## src/rtl/updn_timer_pkg.sv

```systemverilog
// Package: shared register addresses, control bit positions and prescaler
// mode codes for the up/down timer. Assumes a 16-bit register port.
package updn_timer_pkg;
    localparam int BUS_W  = 16;
    localparam int ADDR_W = 3;
    localparam int CTRL_W = 8;

    typedef enum logic [ADDR_W-1:0] {
        A_CTRL   = 3'd0,
        A_EVGEN  = 3'd1,
        A_STAT   = 3'd2,
        A_IRQEN  = 3'd3,
        A_COUNT  = 3'd4,
        A_PRESC  = 3'd5,
        A_RELOAD = 3'd6
    } reg_addr_e;

    // control register bit positions (software-visible)
    localparam int B_EN     = 0;
    localparam int B_UDIS   = 1;
    localparam int B_URS    = 2;
    localparam int B_OPM    = 3;
    localparam int B_DIR    = 4;
    localparam int B_CMS_LO = 5;
    localparam int B_CMS_HI = 6;
    localparam int B_ARPE   = 7;

    // prescaler ratio forms
    localparam int PSC_LINEAR = 0;
    localparam int PSC_POW2_3 = 1;
    localparam int PSC_POW2_4 = 2;
endpackage

```

## src/rtl/updn_timer_presc.sv

```systemverilog
// Prescaler: a down-counter that emits one tick every N enabled cycles.
// N comes from the programmed value in the form chosen by PSC_MODE.
// Assumes PSC_W >= 16 for the power-of-two forms.
module updn_timer_presc
    import updn_timer_pkg::*;
#(
    parameter int PSC_MODE = PSC_LINEAR,
    parameter int PSC_W    = 16
) (
    input  logic             clk,
    input  logic             rst_n,
    input  logic             clk_en,
    input  logic             restart,
    input  logic [PSC_W-1:0] psc,
    output logic             tick
);
    localparam logic [PSC_W-1:0] ZERO = '0;
    localparam logic [PSC_W-1:0] ONE  = PSC_W'(1);

    logic [PSC_W-1:0] reload;
    logic [PSC_W-1:0] div_q;

    // reload value is ratio minus one, per selected ratio form
    generate
        if (PSC_MODE == PSC_POW2_3) begin : g_pow2_3
            assign reload = PSC_W'((32'd1 << psc[2:0]) - 32'd1);
        end else if (PSC_MODE == PSC_POW2_4) begin : g_pow2_4
            assign reload = PSC_W'((32'd1 << psc[3:0]) - 32'd1);
        end else begin : g_linear
            assign reload = psc;
        end
    endgenerate

    assign tick = clk_en && (div_q == ZERO) && !restart;

    // divide counter: restart on software update, reload on each tick
    always_ff @(posedge clk) begin
        if (!rst_n)            div_q <= ZERO;
        else if (restart)      div_q <= reload;
        else if (clk_en) begin
            if (div_q == ZERO) div_q <= reload;
            else               div_q <= div_q - ONE;
        end
    end
endmodule

```

## src/rtl/updn_timer_count.sv

```systemverilog
// Main counter: steps up or down, wraps in edge-aligned mode or turns in
// centre-aligned mode, and flags the boundary step as a wrap. A software
// update load takes priority over a step. Assumes step and ug_load are
// never high together.
module updn_timer_count #(
    parameter int CNT_W = 16
) (
    input  logic             clk,
    input  logic             rst_n,
    input  logic             step,
    input  logic             ug_load,
    input  logic             dir_down,
    input  logic             centre,
    input  logic [CNT_W-1:0] arr,
    output logic [CNT_W-1:0] cnt,
    output logic             wrap
);
    localparam logic [CNT_W-1:0] ZERO = '0;
    localparam logic [CNT_W-1:0] ONE  = CNT_W'(1);

    logic [CNT_W-1:0] cnt_q, cnt_d;
    logic             at_top, at_bot, arr_zero;

    // next-count selection and boundary detection
    always_comb begin
        at_top   = (cnt_q >= arr);
        at_bot   = (cnt_q == ZERO);
        arr_zero = (arr == ZERO);
        wrap     = step && (dir_down ? at_bot : at_top);
        cnt_d    = cnt_q;
        if (ug_load) begin
            cnt_d = dir_down ? arr : ZERO;
        end else if (step) begin
            if (!dir_down) begin
                if (at_top) cnt_d = centre ? (arr_zero ? ZERO : arr - ONE) : ZERO;
                else        cnt_d = cnt_q + ONE;
            end else begin
                if (at_bot) cnt_d = centre ? (arr_zero ? ZERO : ONE) : arr;
                else        cnt_d = cnt_q - ONE;
            end
        end
    end

    // counter register
    always_ff @(posedge clk) begin
        if (!rst_n) cnt_q <= ZERO;
        else        cnt_q <= cnt_d;
    end

    assign cnt = cnt_q;
endmodule

```

## src/rtl/updn_timer_regs.sv

```systemverilog
// Register file: control, status flag, interrupt enable, prescaler and
// reload storage, plus the read multiplexer. Hardware requests (enable
// clear, direction flip, flag set) merge with software writes here.
// Assumes single-cycle writes.
module updn_timer_regs
    import updn_timer_pkg::*;
#(
    parameter int CNT_W = 16,
    parameter int PSC_W = 16
) (
    input  logic              clk,
    input  logic              rst_n,
    input  logic              reg_wr,
    input  logic [ADDR_W-1:0] reg_addr,
    input  logic [BUS_W-1:0]  reg_wdata,
    output logic [BUS_W-1:0]  reg_rdata,
    input  logic [CNT_W-1:0]  cnt,
    input  logic              opm_stop,
    input  logic              dir_flip,
    input  logic              uif_set,
    output logic [CTRL_W-1:0] cr1,
    output logic              ier,
    output logic [PSC_W-1:0]  psc,
    output logic [CNT_W-1:0]  arr,
    output logic              uif
);
    logic [CTRL_W-1:0] cr1_q, cr1_hw, cr1_d;
    logic              ier_q, uif_q;
    logic [PSC_W-1:0]  psc_q;
    logic [CNT_W-1:0]  arr_q;
    logic              wr_ctrl, wr_stat, wr_irqen, wr_presc, wr_reload;

    assign wr_ctrl   = reg_wr && (reg_addr == A_CTRL);
    assign wr_stat   = reg_wr && (reg_addr == A_STAT);
    assign wr_irqen  = reg_wr && (reg_addr == A_IRQEN);
    assign wr_presc  = reg_wr && (reg_addr == A_PRESC);
    assign wr_reload = reg_wr && (reg_addr == A_RELOAD);

    // control next value: hardware updates, then a software write that
    // keeps the hardware-owned direction while centre mode is active
    always_comb begin
        cr1_hw = cr1_q;
        if (opm_stop) cr1_hw[B_EN]  = 1'b0;
        if (dir_flip) cr1_hw[B_DIR] = ~cr1_q[B_DIR];
        cr1_d = cr1_hw;
        if (wr_ctrl) begin
            cr1_d = reg_wdata[CTRL_W-1:0];
            if (cr1_q[B_CMS_HI:B_CMS_LO] != 2'b00) cr1_d[B_DIR] = cr1_hw[B_DIR];
        end
    end

    // storage registers
    always_ff @(posedge clk) begin
        if (!rst_n) begin
            cr1_q <= '0;
            ier_q <= 1'b0;
            psc_q <= '0;
            arr_q <= '1;
            uif_q <= 1'b0;
        end else begin
            cr1_q <= cr1_d;
            if (wr_irqen)                   ier_q <= reg_wdata[0];
            if (wr_presc)                   psc_q <= reg_wdata[PSC_W-1:0];
            if (wr_reload)                  arr_q <= reg_wdata[CNT_W-1:0];
            if (uif_set)                    uif_q <= 1'b1;
            else if (wr_stat && !reg_wdata[0]) uif_q <= 1'b0;
        end
    end

    // read multiplexer
    always_comb begin
        case (reg_addr)
            A_CTRL:   reg_rdata = BUS_W'(cr1_q);
            A_STAT:   reg_rdata = BUS_W'(uif_q);
            A_IRQEN:  reg_rdata = BUS_W'(ier_q);
            A_COUNT:  reg_rdata = BUS_W'(cnt);
            A_PRESC:  reg_rdata = BUS_W'(psc_q);
            A_RELOAD: reg_rdata = BUS_W'(arr_q);
            default:  reg_rdata = '0;
        endcase
    end

    assign cr1 = cr1_q;
    assign ier = ier_q;
    assign psc = psc_q;
    assign arr = arr_q;
    assign uif = uif_q;
endmodule

```

## src/rtl/updn_timer.sv

```systemverilog
// Top: up/down timer with prescaler, reload value, update events and an
// update interrupt. Joins prescaler, counter and register file and derives
// the update event. Assumes CNT_W is 8 or 16.
module updn_timer
    import updn_timer_pkg::*;
#(
    parameter int CNT_W    = 16,
    parameter int PSC_MODE = PSC_LINEAR
) (
    input  logic              clk,
    input  logic              rst_n,
    input  logic              clk_en,
    input  logic              reg_wr,
    input  logic [ADDR_W-1:0] reg_addr,
    input  logic [BUS_W-1:0]  reg_wdata,
    output logic [BUS_W-1:0]  reg_rdata,
    output logic              irq
);
    localparam int PSC_W = BUS_W;

    logic [CTRL_W-1:0] cr1_q;
    logic              ier_q, uif_q;
    logic [PSC_W-1:0]  psc_q;
    logic [CNT_W-1:0]  arr_q, cnt_q;
    logic              tick, step, wrap, ug, ug_load, upd_evt, opm_stop, dir_flip, centre;

    // event decode
    assign ug       = reg_wr && (reg_addr == A_EVGEN) && reg_wdata[0];
    assign centre   = (cr1_q[B_CMS_HI:B_CMS_LO] != 2'b00);
    assign step     = tick && cr1_q[B_EN];
    assign upd_evt  = ug || (wrap && !cr1_q[B_UDIS]);
    assign opm_stop = upd_evt && cr1_q[B_OPM];
    assign ug_load  = ug && !cr1_q[B_OPM];
    assign dir_flip = wrap && centre;
    assign irq      = uif_q && ier_q;

    updn_timer_presc #(.PSC_MODE(PSC_MODE), .PSC_W(PSC_W)) u_presc (
        .clk(clk), .rst_n(rst_n), .clk_en(clk_en), .restart(ug),
        .psc(psc_q), .tick(tick)
    );

    updn_timer_count #(.CNT_W(CNT_W)) u_count (
        .clk(clk), .rst_n(rst_n), .step(step), .ug_load(ug_load),
        .dir_down(cr1_q[B_DIR]), .centre(centre), .arr(arr_q),
        .cnt(cnt_q), .wrap(wrap)
    );

    updn_timer_regs #(.CNT_W(CNT_W), .PSC_W(PSC_W)) u_regs (
        .clk(clk), .rst_n(rst_n), .reg_wr(reg_wr), .reg_addr(reg_addr),
        .reg_wdata(reg_wdata), .reg_rdata(reg_rdata), .cnt(cnt_q),
        .opm_stop(opm_stop), .dir_flip(dir_flip), .uif_set(upd_evt),
        .cr1(cr1_q), .ier(ier_q), .psc(psc_q), .arr(arr_q), .uif(uif_q)
    );
endmodule

```

## config.mk

```make
export PLATFORM = sky130hd
export DESIGN_NAME = updn_timer
export DESIGN_NICKNAME = d
export VERILOG_FILES = /design/src/rtl/updn_timer_pkg.sv /design/src/rtl/updn_timer_presc.sv /design/src/rtl/updn_timer_count.sv /design/src/rtl/updn_timer_regs.sv /design/src/rtl/updn_timer.sv
export SDC_FILE = /design/constraint.sdc
export NUM_CORES = 1
export LEC_CHECK = 0
export ABC_AREA = 1
export CORE_MARGIN = 3
export CORE_UTILIZATION = 52
export CTS_CLUSTER_SIZE = 28
export DETAILED_ROUTE_END_ITERATION = 7
export DONT_BUFFER_PORTS = 1
export PLACE_DENSITY_LB_ADDON = 0.25
export SYNTH_ARGS = -nofsm -noshare
export SYNTH_HDL_FRONTEND = slang
export SYNTH_HIERARCHICAL = 1
export SYNTH_SLANG_ARGS = --single-unit
```

## constraint.sdc

```tcl
create_clock -name clk -period 3.4 [get_ports clk]
set_input_delay 0.34 -clock clk [delete_from_list [all_inputs] [get_ports clk]]
set_output_delay 0.34 -clock clk [all_outputs]
set_load 0.05 [all_outputs]
```

* Word-level counts from Yosys, hierarchy flattened
Index checks and enable logic that the tools add are counted.
** Cells by class
- $add $sub $neg :: 4
- Order comparisons :: 1
- Eq/ne operators :: 6
- Muxes and demuxes :: 21
- Bitwise logic cells :: 1
- Reduce and logical (&&, ||, !) cells :: 31
** Operator list (number)
- 2-to-1 mux 16 bit :: 12
- case mux 16 bit (6 select lines) :: 1
- logical NOT 16 bit :: 3
- subtractor 16 x 1 -> 16 bit (second input constant) :: 3
- logical AND 1 bit :: 17
- adder 16 x 1 -> 16 bit (second input constant) :: 1
- >= comparator 16 bit :: 1
- nonzero test 2 bit :: 5
- equality test 3 bit (second input constant) :: 3
- 2-to-1 mux 1 bit :: 7
- equality test 3 x 2 -> 1 bit (second input constant) :: 2
- 2-to-1 mux 5 bit :: 1
- logical NOT 1 bit :: 4
- equality test 3 x 1 -> 1 bit (second input constant) :: 1
- logical NOT 3 bit :: 1
- logical OR 1 bit :: 1
- NOT 1 bit :: 1
** Word-level totals
- Register bits after elaboration :: 74
- Input bits :: 23
- Output and inout port bits :: 17
- Word-level logic and storage cells :: 73

* Depth between registers and ports, before layout
Gate-level depths: netlist of run 1.
- Word-level depth :: 12
- Mapped depth :: 20
- Depth with buffers taken out :: 19

* Modules after synthesis
Netlist of run 1, hierarchy kept.
** By module, submodules not included
- updn_timer_count :: times used 1, cells an instance 498, area an instance 2952.8 µm², seq. area each 320.3 µm²
- updn_timer_regs :: times used 1, cells an instance 278, area an instance 1948.1 µm², seq. area each 840.8 µm²
- updn_timer_presc :: times used 1, cells an instance 213, area an instance 1242.4 µm², seq. area each 320.3 µm²
- updn_timer :: times used 1, cells an instance 20, area an instance 80.1 µm², seq. area each 0.0 µm²

* Least setup slack after synthesis of run 1
No wires, ideal clock.
- Kind :: flip-flop to flip-flop
- Start :: register u_regs.arr_q[11], in the netlist u_regs/arr[11]
- End :: register u_regs.cr1_q[0], in the netlist u_regs/cr1[0]
- Setup time :: 128 ps
- Data arrival time :: 2193 ps
- Required time :: 3272 ps
- Path slack :: 1079 ps
- Stages on the path, launching flop included :: 17
- Path buffers :: 1
- Clock period less this slack :: 2321 ps
- Cells stage by stage :: dfxtp_1 -> inv_1 -> ha_1 -> nand2_1 -> o21bai_1 -> a21oi_1 -> nor2_4 -> nand2_4 -> buf_4 -> o211ai_1 -> inv_1 -> inv_1 -> or2_0 -> a21oi_1 -> o21ai_0 -> o21ai_0 -> nor2_1
** Between the ends
- Longest elaborated chain between the ends :: 7
** Ends and longest elaborated chain
- start, declared :: RTL line updn_timer_regs.sv:30 : logic [CNT_W-1:0] arr_q;
- start signal, assigned :: RTL line updn_timer_regs.sv:64 : if (wr_reload) arr_q <= reg_wdata[CNT_W-1:0];
- >= comparator 16 bit :: RTL line updn_timer_count.sv:26 : at_top = (cnt_q >= arr);
- 2-to-1 mux 1 bit :: RTL line updn_timer_count.sv:29 : wrap = step && (dir_down ? at_bot : at_top);
- logical AND 1 bit :: RTL line updn_timer_count.sv:29
- via wrap :: RTL line updn_timer.sv:25 : logic tick, step, wrap, ug, ug_load, upd_evt, opm_stop, dir_flip, centre;
- logical AND 1 bit :: RTL line updn_timer.sv:31 : assign upd_evt = ug || (wrap && !cr1_q[B_UDIS]);
- logical OR 1 bit :: RTL line updn_timer.sv:31
- logical AND 1 bit :: RTL line updn_timer.sv:32 : assign opm_stop = upd_evt && cr1_q[B_OPM];
- via opm_stop :: RTL line updn_timer.sv:25
- nonzero test 2 bit (no line)
- end signal, assigned :: RTL line updn_timer_regs.sv:61 : cr1_q <= cr1_d;
- end, declared :: RTL line updn_timer_regs.sv:27 : logic [CTRL_W-1:0] cr1_q, cr1_hw, cr1_d;
The timed path passes the listed nets, and every way through them passes these cells.
A chain may end at the register's enable or synchronous reset.

* Worst setup path after layout of run 1
- Start :: register u_regs.arr_q[12], in the netlist u_regs/arr[12]
- End :: register u_regs.cr1_q[0], in the netlist u_regs/cr1[0]
The elaborated chain is that of the path after synthesis.

==> results of run 1 <==
[power by group]
part           switching [W]  internal, W
Sequential         0.0000654     0.000921
Clock               0.000396     0.000533
Combinational       0.000484     0.000227
[layout by cell type (no fill, tap or decap), drive strengths merged, types with 3 or more instances in the layout]
master  Yosys  final
a21oi      72     72
a31oi       4      4
buf        23      8
clkbuf     14     12
clkinv      2      5
dfxtp      74     74
ha         22     22
inv       128    128
nand2     291    291
nand3     121    121
nand4      19     19
nor2      117    117
nor3       10     10
o211ai     12     12
o21ai      63     63
o32ai       3      3
xnor2       7      7
xor2       19     19
[metal layers]
metal	vias to the layer above	share of wire (%)	GRT usage (%)
li1	3233	-	-
met1	2970	45	40.83
met2	321	43	43.09
met3	43	10	8.053
met4	0	2.4	8.372
met5	-	0	0
[kinds of logic after synthesis]
group | Yosys count
simple gates | 562
buf+inv | 167
compound gates | 158
flops | 74
xor+xnor | 26
fa+ha+maj | 22
[layout make-up]
class | instances | area share [%]
clock buffer | 12 | 3.949
clock inverter | 4 | 0.4045
inverter | 130 | 7.552
multi-input combinational | 768 | 61.61
sequential | 74 | 22.81
tap | 143 | 2.755
timing repair buffer | 8 | 0.9247
[per-stage QoR]
stage | setup WS [ns] | hold WS, ns | area [um2] | cells
global route | 0.2567 | 0.06889 | 6495 | 1139
detailed placement | 0.6065 | 0.4371 | 6212 | 1123
global placement | 0.7053 | 0.4325 | 6212 | 1123
CTS | 0.5846 | 0.07054 | 6495 | 1139
finish | 0.4534 | 0.07904 | 6495 | 1139
floorplan | 1.079 | 0.4391 | 6223 | 1009
[state kept, by name, summed over array words and instances (netlist names)]
signal         count
u_count/cnt       16
u_regs/psc        16
u_presc/div_q     16
u_regs/uif         1
u_regs/ier         1
u_regs/cr1         8
u_regs/arr        16
[worst min path at each step]
stage | startpoint | endpoint | slack, ns | cells after the start
finish | rst_n | u_regs/arr[15] | 0.08 | 1
CTS | rst_n | u_regs/arr[12] | 0.07 | 1
detailed placement | rst_n | u_regs/arr[11] | 0.44 | 1
global route | rst_n | u_regs/arr[12] | 0.07 | 1
global placement | rst_n | u_regs/arr[14] | 0.43 | 1
floorplan | u_regs/psc[0] | u_regs/psc[0] | 0.44 | 2
==> results.md, run 1 <==
- First-pass GRT wire length: 30,480 um
- Number of synthesized register bits: 74
- Overflow after GRT: 0
- Synth async-reset ratio: 0%
- Postcts setup bufs: 0
- Mux share of post-synthesis cell area: 0%
- Top FF cell, synth: dfxtp_1
- CP Max Fanout: 17
- Die H: 115.4 um
- DP HPWL: 13,940 um
- CTS buffer count: 9
- Largest family of logic cells by synthesized area: simple AND/OR/NAND/NOR gates
- Biggest area consumer among synthesized cells: dfxtp_1
- FILL cells: 1,241
- Routed wire per std cell: 16.52 um
- Number of DRC violations after detailed-routing iteration 0: 621
- Number of global-route vias before repair: 5,980
- Crit path max-delay family: simple AND/OR/NAND/NOR gates
- Post-synth EDFFs: 0
- Syn_area_per_cell: 6.168 um2
- Clk slew on worst S/H paths: 0.06 ns
- Row cnt: 39
- Layout area overhead: 4.363%
- First-pass DRT Iterations: 6
- TritonCTS sink count: 74
- Antenna violations before repair: 0
- Crit-path slowest cell: dfxtp_1
- Synth Area in Compound Gates: 14.09%
- Inserted Diodes: 0
- Highest Clock Rate: 339.4 MHz
- Status: completed
- Worst hold path class: in -> reg
- Cell with the most instances after synthesis: nand2_1
- Min Tclk post-route: 2.947 ns
- Worst slew pin tran: 1.203 ns
- Initial core utilization: 53.81%
- Io pins: 40
- Drt drc: 0
- Top cells by area, synth: dfxtp_1, nand2_1, nand3_1
- FF-to-FF End: u_regs/cr1[0]
- Mapped Cells: 1,009
- Pleak: 3.011 nW
- Root Buffer: clkbuf_16
- CP Cell Sequence: inv_1 > ha_1 > nand4_1 > nor3_1 > nand2_2 > nand2_4 > o211ai_1 > inv_1 > inv_1 > or2_0 > a21oi_1 > o21ai_0 > o21ai_0 > nor2_1
- Slew headroom: 19.43%
- GRT Util Overall: 28.94%
- Worst Path Class, Setup: reg -> reg
- Synth Area in XOR/XNOR: 3.659%
- Final Hold Viols: 0
- Post-CTS sizing: 0
- CTS Buffer Depth: 2
- Die Wd: 115.4 um
- Commonest cells in the netlist: nand2_1, inv_1, nand3_1
- Yosys cell types: 43
- CP Depth: 14
- CP startpoint: u_regs/arr[12]
- Total core area: 0.01156 mm2
- Final period util: 86.66%
- Crit-path max cell delay: 0.43 ns
- Crit Reg-Reg Startpoint: u_regs/arr[12]
- VDD IR-drop max: 0.0004002 V
- Finished Core Util: 56.16%
- Die area: 0.01332 mm2
- Routed vias/inst: 5.766
- I/O Buffers: 0
- Clock skew: 0.007461 ns
- Cell mode on critical path: inv_1
- Share of cells above drive strength 1: 9.137%
- Crit. End Element: flop
- Syn Nets: 1,054
- GP Congestion: 0.9960
- Worst Path Required: 3.62 ns
- Max-Cap Viols: 0
- Simple-gate area share of the yosys netlist: 42.12%
- WP buf/inv: 3
- Skew-Pair Late Insertion Delay: 0.35 ns
- ANT nets after route: 0
- Hold_buf cts: 0
- Share of the synthesized area in the top cell type: 23.80%
- Post-Route WL: 18,820 um
- Setup-failing EPs final: 0
- CP Capture Point: u_regs/cr1[0]
- Flop2flop setup slack: 0.45 ns
- TritonCTS clock tree: done
- Synth Warn #: 6
- H-tree depth: 3
- RSZ-0062 raised after global routing: false
- Multi-input gate area: 0.004001 mm2
- Max Transition Viols Final: 0
- DR vias: 6,567
- Seq/Total Area, Yosys: 23.80%
- Startpoint Class: flop
- Adder-Cell Fraction of Synth Area: 4.423%
- Worst Path Arrival: 3.17 ns
- Pwr Density: 404.3 mW/mm2
- Sequential cell area: 0.001481 mm2
- Cell area after synthesis: 0.006223 mm2
- Design Power: 0.002626 W
- TNS Setup: 0 ns
- Reg2Reg Depth: 14
- NumNets Final: 1,036
- Largest net degree at the start of global routing: 49
No activity file was read; power rests on OpenSTA's default activity.
==> run 2: changes to the inputs <==
ABC_AREA = not set   (was 1)
ABC_CLOCK_PERIOD_IN_PS = 3400   (was not set)
==> results.md, run 2 <==
- FF-to-FF End: u_count/cnt[2]
- Synth async-reset ratio: 0%
- H-tree depth: 3
- Worst hold path class: in -> reg
- Row cnt: 38
- I/O Buffers: 0
- DR vias: 6,135
- CTS Buffer Depth: 2
- CP Max Fanout: 20
- VDD IR-drop max: 0.0005787 V
- Slew headroom: 20.75%
- Antenna violations before repair: 0
- Hold_sp: rst_n
- Root Buffer: clkbuf_16
- WL met3: 1466 um
- Top cells by area, synth: dfxtp_1, nand2_1, ha_1
- TritonCTS sink count: 74
- Reg2Reg Depth: 12
- Commonest non-fill, non-tap cell in the layout: nand2_1
- Clock skew: 0.006256 ns
- Final period util: 92.43%
- Most frequent cells in the layout: nand2_1, dfxtp_1, nor2_1, nand3_1
- Routed vias/inst: 6.734
- GRT Util Overall: 30.00%
- Mapped Cells: 794
- Clk slew on worst S/H paths: 0.06 ns
- Layout area overhead: 6.000%
- Share of cells above drive strength 1: 8.949%
- Io pins: 40
- Met1 WL: 8189 um
- CTS buffer count: 9
- Syn_area_per_cell: 7.564 um2
- TNS Setup: 0 ns
- Worst slew pin tran: 1.172 ns
- Crit Reg-Reg Startpoint: u_presc/div_q[0]
- WHS: 0.1055 ns
- RSZ-0062 raised after global routing: false
- Cell area after synthesis: 0.006006 mm2
- Inserted Diodes: 0
- First-pass DRT Iterations: 5
- Overflow after GRT: 0
- Max-Cap Viols: 0
- Min Tclk post-route: 3.143 ns
- Post-Route WL: 19,240 um
- Die area: 0.01288 mm2
- Post-synth EDFFs: 0
- Hold_buf cts: 0
- Number of global-route vias before repair: 5,832
- ANT nets after route: 0
- Highest metal used: met4
- Die H: 113.5 um
- Worst Hold Path EP: u_regs/arr[6]
- Initial core utilization: 54.21%
- Total core area: 0.01108 mm2
- First-pass GRT wire length: 30,830 um
- FILL cells: 1,049
- DP HPWL: 13,590 um
- Startpoint Class: flop
- GP Congestion: 1.008
- Post-CTS sizing: 0
- Seq/Total Area, Yosys: 24.67%
- Setup-failing EPs final: 0
- Final Hold Viols: 0
- Highest Clock Rate: 318.2 MHz
- Sequential cell area: 0.001481 mm2
- Crit. End Element: flop
- Worst Path Arrival: 3.36 ns
- Cell with the most instances after synthesis: nand2_1
- Largest net degree at the start of global routing: 80
- Commonest cells in the netlist: nand2_1, dfxtp_1, nor2_1
- Drt drc: 0
- Biggest area consumer among synthesized cells: dfxtp_1
- Pleak: 2.479 nW
- NumNets Final: 811
- Syn Nets: 839
- Flop2flop setup slack: 0.26 ns
- Routed wire per std cell: 21.12 um
- Number of synthesized register bits: 74
- Top FF cell, synth: dfxtp_1
- Multi-input gate area: 0.004136 mm2
- CP startpoint: u_presc/div_q[0]
- Worst Path Required: 3.62 ns
- Postcts setup bufs: 0
- Met2 WL: 8864 um
- Worst Hold Depth: 1
- Worst Path Class, Setup: reg -> reg
- Die Wd: 113.5 um
- Yosys cell types: 83
- Max Transition Viols Final: 0
- Pwr Density: 499.2 mW/mm2
- Skew-Pair Late Insertion Delay: 0.35 ns
- TritonCTS clock tree: done
- Status: completed
- Number of DRC violations after detailed-routing iteration 0: 752
- Synth Warn #: 6
- Share of the synthesized area in the top cell type: 24.67%
run 2: cell families after synthesis:
kind of cell	Yosys count	synth area share, %
XOR/XNOR	34	4.958
AND/OR/NAND/NOR	363	32.04
AO/OA/AOI/OAI	176	21.69
adder cells (fa/ha/maj)	22	4.583
multiplexers	32	5.521
flip-flops	74	24.67
buffers and inverters	93	6.542
run 2: layout make-up:
class | count | share of cell area [%]
flip-flops and latches | 74 | 23.27
repair buffers | 24 | 2.830
clock buffers | 11 | 3.813
clock inverters | 5 | 0.5896
well taps | 140 | 2.752
inverters | 30 | 1.769
multi-input cells | 627 | 64.98
run 2: worst max-delay path by stage:
stage                                 to
after floorplan            u_regs/cr1[0]
after global placement    u_count/cnt[4]
after detailed placement  u_count/cnt[2]
after CTS                 u_count/cnt[2]
after global routing       u_regs/cr1[0]
final                     u_count/cnt[2]
run 2: through the flow:
step | worst slack [ns] | cell area [um2] | std cells | util (%) | power (W)
6_report | 0.2575 | 6366 | 911 | 57.47 | 0.003178
5_1_grt | 0.1044 | 6366 | 911 | 57.47 | 0.003324
4_1_cts | 0.3500 | 6366 | 911 | 57.47 | 0.003151
3_5_place_dp | 0.3779 | 6086 | 895 | 54.94 | 0.002235
3_3_place_gp | 0.4786 | 6086 | 895 | 54.94 | 0.002193
2_1_floorplan | 0.6091 | 6006 | 794 | - | 0.002011
run 2: metal layers:
layer	track usage, %	up-vias
met2	47.47	295
met3	4.615	55
li1	-	2866
met1	39.57	2919
met4	15.38	0
met5	0	-
run 2: where the power goes:
group          switching [W]  internal, W  leakage, nW
combinational       0.000690     0.000461         1.75
sequential          0.000150     0.000959        0.602
clock               0.000401     0.000517        0.132
total                0.00124      0.00194         2.48
run 2: critical path: stages, from the launching register on:
cell and delay (ns):
dfxtp_1 0.35, inv_1 0.13, ha_1 0.19, or3b_2 0.51, nor4_4 0.24, and3b_2 0.22, and2_1 0.14, buf_4 0.27
nor2_1 0.17, nand2_1 0.13, o21ai_0 0.13, a2111oi_0 0.44, a211oi_1 0.09
==> run 3: changes to the inputs <==
PLACE_DENSITY = 0.67   (was not set)
PLACE_DENSITY_LB_ADDON = not set   (was 0.25)
==> results.md, run 3 (synthesis results as in run 2) <==
- Max Transition Viols Final: 0
- Number of global-route vias before repair: 5,755
- Crit-path max cell delay: 0.47 ns
- Total core area: 0.01108 mm2
- TNS Setup: 0 ns
- Worst hold path class: in -> reg
- Skew-Pair Late Insertion Delay: 0.35 ns
- Design Power: 0.003285 W
- Die area: 0.01288 mm2
- Crit path max-delay family: simple AND/OR/NAND/NOR gates
- Commonest non-fill, non-tap cell in the layout: nand2_1
- CP Max Fanout: 7
- Worst slew pin tran: 1.099 ns
- Pleak: 2.475 nW
- Antenna violations before repair: 0
- WP buf/inv: 1
- Overflow after GRT: 0
- GP Congestion: 0.9354
- Worst Path Required: 3.63 ns
- Most frequent cells in the layout: nand2_1, dfxtp_1, nor2_1, nand3_1
- Post-Route WL: 19,590 um
- Status: completed
- VDD IR-drop max: 0.0005531 V
- NumNets Final: 807
- GRT Util Overall: 29.98%
- H-tree depth: 3
- Die Wd: 113.5 um
- Setup-failing EPs final: 0
- Drt drc: 0
- CTS buffer count: 9
- Worst Path Class, Setup: reg -> reg
- Crit-path slowest cell: dfxtp_1
- DR vias: 6,222
- First-pass DRT Iterations: 6
- CTS Buffer Depth: 2
- First-pass GRT wire length: 31,020 um
- Root Buffer: clkbuf_16
- Routed vias/inst: 6.860
- Max-Cap Viols: 0
- Min Tclk post-route: 2.980 ns
- Crit. End Element: flop
- Largest net degree at the start of global routing: 80
- Startpoint Class: flop
- Initial core utilization: 54.21%
- Inserted Diodes: 0
- Number of DRC violations after detailed-routing iteration 0: 760
- Row cnt: 38
- Clk slew on worst S/H paths: 0.07 ns
- Postcts setup bufs: 0
- Hold_buf cts: 0
- Routed wire per std cell: 21.60 um
- Share of cells above drive strength 1: 8.605%
- Post-CTS sizing: 0
- RSZ-0062 raised after global routing: false
- Clock skew: 0.008618 ns
- TritonCTS sink count: 74
- Final Hold Viols: 0
- Slew headroom: 25.67%
- ANT nets after route: 0
- Io pins: 40
- Die H: 113.5 um
- Pwr Density: 516.1 mW/mm2
- Highest Clock Rate: 335.6 MHz
- TritonCTS clock tree: done
- I/O Buffers: 0
- CP Cell Sequence: inv_1 > ha_1 > nand4_1 > or3_1 > or4_1 > o211ai_2 > nor2_1 > nor3_1 > nand2_1 > o32ai_2 > nand3b_1 > a21boi_0
- Final period util: 87.64%
- DP HPWL: 13,800 um
- Layout area overhead: 5.979%
- Worst Path Arrival: 3.21 ns
[run 3: cell count changes in the layout (fill, tap and decap cells not counted), sizes merged]
cell / before / now
bufinv: 0 / 1
buf: 24 / 20
clkinvlp: 2 / 1
clkbuf: 11 / 9
inv: 31 / 34
clkinv: 2 / 1
[run 3: path summary, 6_finish.rpt]
check             slack, ns        endpoint  depth (start not counted)            from
setup / recovery       0.42   u_regs/cr1[0]                         12  u_regs/arr[14]
hold / removal         0.10   u_regs/arr[0]                          1           rst_n
setup reg to reg       0.42   u_regs/cr1[0]                         12  u_regs/arr[14]
hold reg to reg        0.49  u_regs/psc[15]                          2  u_regs/psc[15]
[run 3: final cells by class]
class	instances	area (um2)
multi-input combinational	627	4136
inverter	30	112.6
sequential	74	1481
fill	1033	4713
clock inverter	7	83.83
clock buffer	9	225.2
timing repair buffer	20	150.1
tap	140	175.2
[run 3: through the flow]
| step | hold WS, ns | setup slack [ns] | instances | area (um2) | util (%) |
|---|---|---|---|---|---|
| 2_1_floorplan | 0.4437 | 0.6091 | 794 | 6006 | - |
| 3_3_place_gp | 0.4222 | 0.5623 | 891 | 6056 | 54.66 |
| 3_5_place_dp | 0.4251 | 0.4933 | 891 | 6056 | 54.66 |
| 4_1_cts | 0.06122 | 0.4782 | 907 | 6365 | 57.45 |
| 5_1_grt | 0.07295 | 0.1488 | 907 | 6365 | 57.45 |
| 6_report | 0.1040 | 0.4203 | 907 | 6365 | 57.45 |
[run 3: power breakdown]
part	internal, W	switching (W)	leakage [nW]
logic	0.000465	0.000699	1.72
clock network	0.000583	0.000431	0.149
registers	0.000958	0.000149	0.602
total	0.00201	0.00128	2.48
[run 3: per-layer routing]
layer / track usage (%) / wire length (um) / vias up
met5: 0 / 0 / -
met4: 10.82 / 427 / 0
met3: 5.146 / 1751 / 48
met2: 47.31 / 9003 / 364
met1: 41.20 / 8411 / 2954
li1: - / - / 2856
